===== src/rtl/dac_bank_pkg.sv =====
package dac_bank_pkg;

  // strobes from port control to datapath, one clk wide
  typedef struct packed {
    logic shiftEn;
    logic commitEn;
  } bank_strobe_t;

endpackage


===== src/rtl/dac_port_ctrl.sv =====
module dac_port_ctrl
  import dac_bank_pkg::*;
(
  input  logic         clk,
  input  logic         rstN,
  input  logic         serClk,
  input  logic         frameLd,
  output bank_strobe_t strobe
);

  logic prevSclk;
  logic prevLd;

  // prevSclk resets high so a clock already high at release is not an edge
  always_ff @(posedge clk or negedge rstN) begin
    if (!rstN) begin
      prevSclk <= 1'b1;
      prevLd   <= 1'b0;
    end else begin
      prevSclk <= serClk;
      prevLd   <= frameLd;
    end
  end

  assign strobe.shiftEn  = frameLd & serClk & ~prevSclk;
  assign strobe.commitEn = prevLd & ~frameLd;

endmodule


===== src/rtl/dac_bank_dp.sv =====
module dac_bank_dp
  import dac_bank_pkg::*;
#(
  parameter int NCH = 8,
  parameter int CW  = 14,
  parameter int AW  = 4
) (
  input  logic                clk,
  input  logic                rstN,
  input  bank_strobe_t        strobe,
  input  logic                serIn,
  output logic [AW+CW-1:0]    frameWord,
  output logic [NCH*CW-1:0]   chanCode
);

  localparam int FW = AW + CW;
  localparam logic [CW-1:0] MID = {1'b1, {(CW-1){1'b0}}};

  logic [AW-1:0] frameAddr;
  logic [CW-1:0] frameCode;

  assign frameAddr = frameWord[FW-1 -: AW];
  assign frameCode = frameWord[CW-1:0];

  always_ff @(posedge clk or negedge rstN) begin
    if (!rstN)
      frameWord <= '0;
    else if (strobe.shiftEn)
      frameWord <= {frameWord[FW-2:0], serIn};
  end

  // addresses at or above NCH match no channel and are dropped
  for (genvar ch = 0; ch < NCH; ch++) begin : g_chan
    logic hit;
    assign hit = strobe.commitEn && (frameAddr == AW'(ch));
    always_ff @(posedge clk or negedge rstN) begin
      if (!rstN)
        chanCode[ch*CW +: CW] <= MID;
      else if (hit)
        chanCode[ch*CW +: CW] <= frameCode;
    end
  end

endmodule


===== src/rtl/dac_serial_bank.sv =====
module dac_serial_bank
  import dac_bank_pkg::*;
#(
  parameter int NCH = 8,
  parameter int CW  = 14,
  parameter int AW  = 4
) (
  input  logic              clk,
  input  logic              rstN,
  input  logic              serClk,
  input  logic              serIn,
  input  logic              frameLd,
  output logic              serOut,
  output logic              serOutEn,
  output logic [NCH*CW-1:0] chanCode
);

  localparam int FW = AW + CW;

  bank_strobe_t   strobe;
  logic [FW-1:0]  frameWord;

  dac_port_ctrl u_ctrl (
    .clk     (clk),
    .rstN    (rstN),
    .serClk  (serClk),
    .frameLd (frameLd),
    .strobe  (strobe)
  );

  dac_bank_dp #(.NCH(NCH), .CW(CW), .AW(AW)) u_dp (
    .clk       (clk),
    .rstN      (rstN),
    .strobe    (strobe),
    .serIn     (serIn),
    .frameWord (frameWord),
    .chanCode  (chanCode)
  );

  assign serOut   = frameWord[FW-1];
  assign serOutEn = frameLd;

endmodule


===== config.mk =====
export PLATFORM = sky130hd
export DESIGN_NAME = dac_serial_bank
export DESIGN_NICKNAME = d
export VERILOG_FILES = /design/src/rtl/dac_bank_pkg.sv /design/src/rtl/dac_port_ctrl.sv /design/src/rtl/dac_bank_dp.sv /design/src/rtl/dac_serial_bank.sv
export SDC_FILE = /design/constraint.sdc
export NUM_CORES = 1
export LEC_CHECK = 0
export CAP_MARGIN = 20
export CORE_ASPECT_RATIO = 0.75
export CORE_UTILIZATION = 30
export CTS_CLUSTER_DIAMETER = 100
export CTS_CLUSTER_SIZE = 8
export DETAILED_ROUTE_END_ITERATION = 16
export PLACE_DENSITY = 0.53
export SETUP_SLACK_MARGIN = 0.1
export SYNTH_ARGS = -nofsm -noshare
export SYNTH_HDL_FRONTEND = slang
export SYNTH_HIERARCHICAL = 1
export SYNTH_SLANG_ARGS = --single-unit

===== constraint.sdc =====
create_clock -name clk -period 3.2 [get_ports clk]
set_input_delay 0.8 -clock clk [delete_from_list [all_inputs] [get_ports clk]]
set_output_delay 0.8 -clock clk [all_outputs]
set_load 0.01 [all_outputs]

* Word-level counts from Yosys, hierarchy flattened
Cells that the tools add are included.
** Operators by class
- Bitwise operators :: 5
- Equality and inequality tests :: 7
- Reduce and logical (&&, ||, !) cells :: 9
** Operator list (number)
- $eq A4 B3 Y1 const B :: 4
- $eq A4 B2 Y1 const B :: 2
- $logic_and A1 B1 Y1 :: 8
- $eq A4 B1 Y1 const B :: 1
- $logic_not A4 Y1 :: 1
- $and A1 B1 Y1 :: 3
- $not A1 Y1 :: 2
** Storage, ports and cells
- Flip-flop bits (word level) :: 132
- Input bits :: 5
- Output and inout bits :: 114
- Logic and storage cells :: 32

* Depth between registers and ports, before layout
- Word-level depth :: 3
- Depth in mapped cells :: 6
- Mapped depth without buffers :: 4

* Hierarchy
The synthesis kept the hierarchy.
** Modules (own cells, without submodules)
- dac_bank_dp :: seq. area each 3263.1 um2, cells each 300, area each 4966.0 um2, times used 1
- dac_port_ctrl :: seq. area each 51.3 um2, cells each 4, area each 66.3 um2, times used 1
- dac_serial_bank :: seq. area each 0.0 um2, cells each 1, area each 7.5 um2, times used 1

* Worst setup path before layout
Ideal clock, no wire load.
- Kind :: input port to flip-flop
- Start point :: in frameLd
- End point :: reg u_dp.chanCode[45]
- Arrival :: 2022 ps
- Setup time :: 125 ps
- Setup slack :: 1053 ps
- Stages on the path :: 6
- Required time :: 3075 ps
- Cell sequence :: nor2b_1 > nor3b_2 > and3_1 > clkbuf_1 > buf_4 > mux2_2
** Between the ends
- Word-level cells in the longest chain between the ends :: 3
** RTL lines
- start: declaration :: line dac_serial_bank.sv:12 : input logic frameLd,
- $not A1 Y1 :: line dac_port_ctrl.sv:26 : assign strobe.commitEn = prevLd & ~frameLd;
- $and A1 B1 Y1 :: line dac_port_ctrl.sv:26
- $logic_and A1 B1 Y1 :: line dac_bank_dp.sv:35 : assign hit = strobe.commitEn && (frameAddr == AW'(ch));
- end signal: indexed assignment :: line dac_bank_dp.sv:40 : chanCode[ch*CW +: CW] <= frameCode;
- end: declaration :: line dac_bank_dp.sv:13 : output logic [NCH*CW-1:0] chanCode
Every way passes these cells.
A chain may end at the register's enable or synchronous reset.

* Worst setup path after layout
- Start point :: in frameLd
- End point :: out serOutEn
** RTL lines
- end: declaration :: line dac_serial_bank.sv:14 : output logic serOutEn,
No word-level cell between the ends.

==> key figures <==
Finish
  – Filler Cell Count: 1492
  – Multi-input logic area: 0.00159 sq mm
  – Commonest non-fill, non-tap cell in the layout: dfrtp_1
  – Most frequent cells in the layout: dfrtp_1, mux2_2, clkdlybuf4s50_1
  – Post-layout instance count excluding filler cells: about 650
  – Share of layout cells above drive strength 1: 0.411
  – Reg area: ~0.0033 sq mm
  – # diodes: 0
  – Nets: 428
  – Area grow syn2layout: 39.5%

GRT
  – Initial antenna violation count: 0
  – First-pass GRT wire length: 18000 um
  – Largest net degree at the start of global routing: 74
  – Vias in the first global route: slightly above 3000
  – GRT Util Overall: 0.143
  – Grt total ovfl: 0

Setup path
  – WP buf/inv: 2
  – Req. time, crit path: about 2.4 ns
  – Max Fanout on Critical Path: 4
  – FF-to-FF path depth: 3
  – Critical Path Max Stage Delay: 0.56 ns
  – Crit Reg-Reg Endpoint: u_dp/chanCode[68]
  – Worst Setup Path Type: in2out
  – CP max-delay cell: clkdlybuf4s50_1
  – CP most frequent cell: clkdlybuf4s50_1
  – R2R setup slack: about 1.3 ns
  – R2R Path Start: u_dp/frameWord[17]
  – Worst-path cell chain: clkdlybuf4s50_1 > clkdlybuf4s50_1
  – Worst EP arrival: 1.88 ns
  – CP endpoint kind: output port
  – Family with the most delay on the worst path: buffers and inverters
  – CP Launch Type: input port

Yosys
  – Yosys top cell area share: 0.611
  – Synthesized flop and latch total: 132
  – Synth Net Count: 310
  – Netlist cell types: 18
  – Sequential area share after synthesis: 0.658
  – Cell count after synthesis: 305
  – Area leader, netlist: dfrtp_1
  – Cell Area, Synth: 0.00504 sq mm
  – Post-synthesis average cell area: 16.5 sq um
  – YS warnings: 6
  – Main area contributors after synthesis: dfrtp_1, mux2_2, dfstp_2

Floorplanning
  – Row Count: 40
  – Chip Width: 152 um
  – Die height: 114 um
  – Starting Density: 0.311
  – Core footprint: around 0.016 sq mm
  – IO Count: between 100 and 150
  – Die area: 0.0173 sq mm

STA
  – Worst-margin pin slew: 0.749 ns
  – RSZ-0062 raised after global routing: false
  – Fmax: 373 MHz
  – Fin crit share: 0.837
  – Slew Limit Fails: 0
  – Final setup violation count: 0
  – Hold Fails Final Rpt: 0
  – Final min period: around 2.7 ns
  – Final clock skew: 0.00733 ns
  – PnR worst setup slack: 0.522 ns
  – Max-slew headroom: 0.501
  – TNS Setup: 0 ns

Routing
  – Via/cell ratio: around 4.5
  – TritonRoute pass-1 iters: 4
  – DR vias: 2889
  – Routed length per placed instance: between 15 and 20 um
  – Final wirelength: between 10000 and 15000 um
  – DRT antenna net count: 0
  – Drt first-iter violations: 74
  – Drc violations: 0

Placement
  – Placed Instances: approximately 610
  – RD Place Congestion: 0.692
  – Worst slack, placed: 0.316 ns
  – Post-DP HPWL: 7680 um
  – # port buffers: roughly 120

Hold path
  – HP Class: in2async

Clocking
  – Post-CTS Setup Repair Bufs: 0
  – Largest buffer count on any clock path: 2
  – Root buf cell: clkbuf_16
  – Skew-Pair Late Insertion Delay: 0.41 ns
  – Depth of the CTS H-tree: 4
  – Num CTS Buffers: 17
  – CTS tree: done
  – Resized cells post-CTS: 0
  – Clk pin slew, worst setup/hold paths: ~0.050 ns
  – Hold Buf Count CTS: 0
  – Clk sink count: 132

Run
  – Max Cap Viol: 0

Power and ir drop
  – Cell Pwr Density: 595 mW/mm^2
  – VDD IR-drop max: 322 uV
  – P_leak: 3.30 nW

Status
  – Status: finished, final reports clean
==> state kept, by name, summed over array words and instances, names as in the netlist <==
register	cells
u_dp/chanCode	112
u_ctrl/prevSclk	1
u_dp/frameWord	18
u_ctrl/prevLd	1
==> cell usage after synthesis <==
library cell    n
and3_1          1
buf_4           2
or3_1           1
dfrtp_1       123
nor3b_2         3
and3b_1         1
mux2_2        120
mux2_4          7
nor2_1          2
dfstp_2         9
mux2_1          3
clkbuf_1        9
buf_6           1
nand2_1         2
nand3b_1        3
nor2b_1         1
buf_1          10
buf_2           7
==> power breakdown <==
part           internal [mW]  total (mW)  leakage, nW  switching [mW]
logic                  0.183       0.292         1.22           0.110
clock network           1.23        1.90        0.286           0.677
registers               1.77        1.99         1.79           0.215
total                   3.18        4.18         3.30            1.00
==> worst max path at each step <==
stage                     startpoint                end  slack [ns]  depth (start not counted)
after floorplan              frameLd  u_dp/chanCode[45]        1.05                          6
after global placement       frameLd  u_dp/chanCode[62]        0.40                          5
final                        frameLd           serOutEn        0.52                          2
after CTS                    frameLd           serOutEn        0.51                          2
after global routing         frameLd           serOutEn        0.48                          2
after detailed placement     frameLd  u_dp/chanCode[68]        0.32                          5
==> cell families (layout without fill, tap and decap cells) <==
group         after synthesis  in the layout  synth area share
buf+inv                    29            160            0.0263
flops                     132            132             0.658
mux                       130            130             0.296
simple gates               14             14            0.0204
==> per-layer routing <==
metal / global-route usage / up-vias / wire length, um
li1: - / 1301 / -
met1: 0.204 / 1501 / 5600
met2: 0.199 / 75 / 4900
met3: 0.0450 / 12 / 629
met4: 0.0614 / 0 / 162
met5: 0 / - / 0
==> worst reg2reg max path, stage by stage, from the launching register on <==
cell and delay [ns]:
dfrtp_1 0.41, nand3b_1 0.25, or3_1 0.67, mux2_1 0.44
==> layout make-up <==
type                       instances  share of cell area
clock inverter                     8              0.0141
tap                              210              0.0374
timing repair buffer             128               0.181
multi-input combinational        144               0.227
sequential                       132               0.471
clock buffer                      24              0.0699
==> metrics by stage <==
stage / power [mW] / hold slack [ns] / utilization / instance area (sq um)
floorplan: 2.07 / 0.504 / - / 5040
global placement: 2.31 / 0.490 / 0.397 / 6440
detailed placement: 2.32 / 0.494 / 0.397 / 6440
CTS: 4.25 / 0.422 / 0.434 / 7030
global route: 4.36 / 0.447 / 0.434 / 7030
finish: 4.18 / 0.410 / 0.434 / 7030
Power figures use the tool's default switching activity.
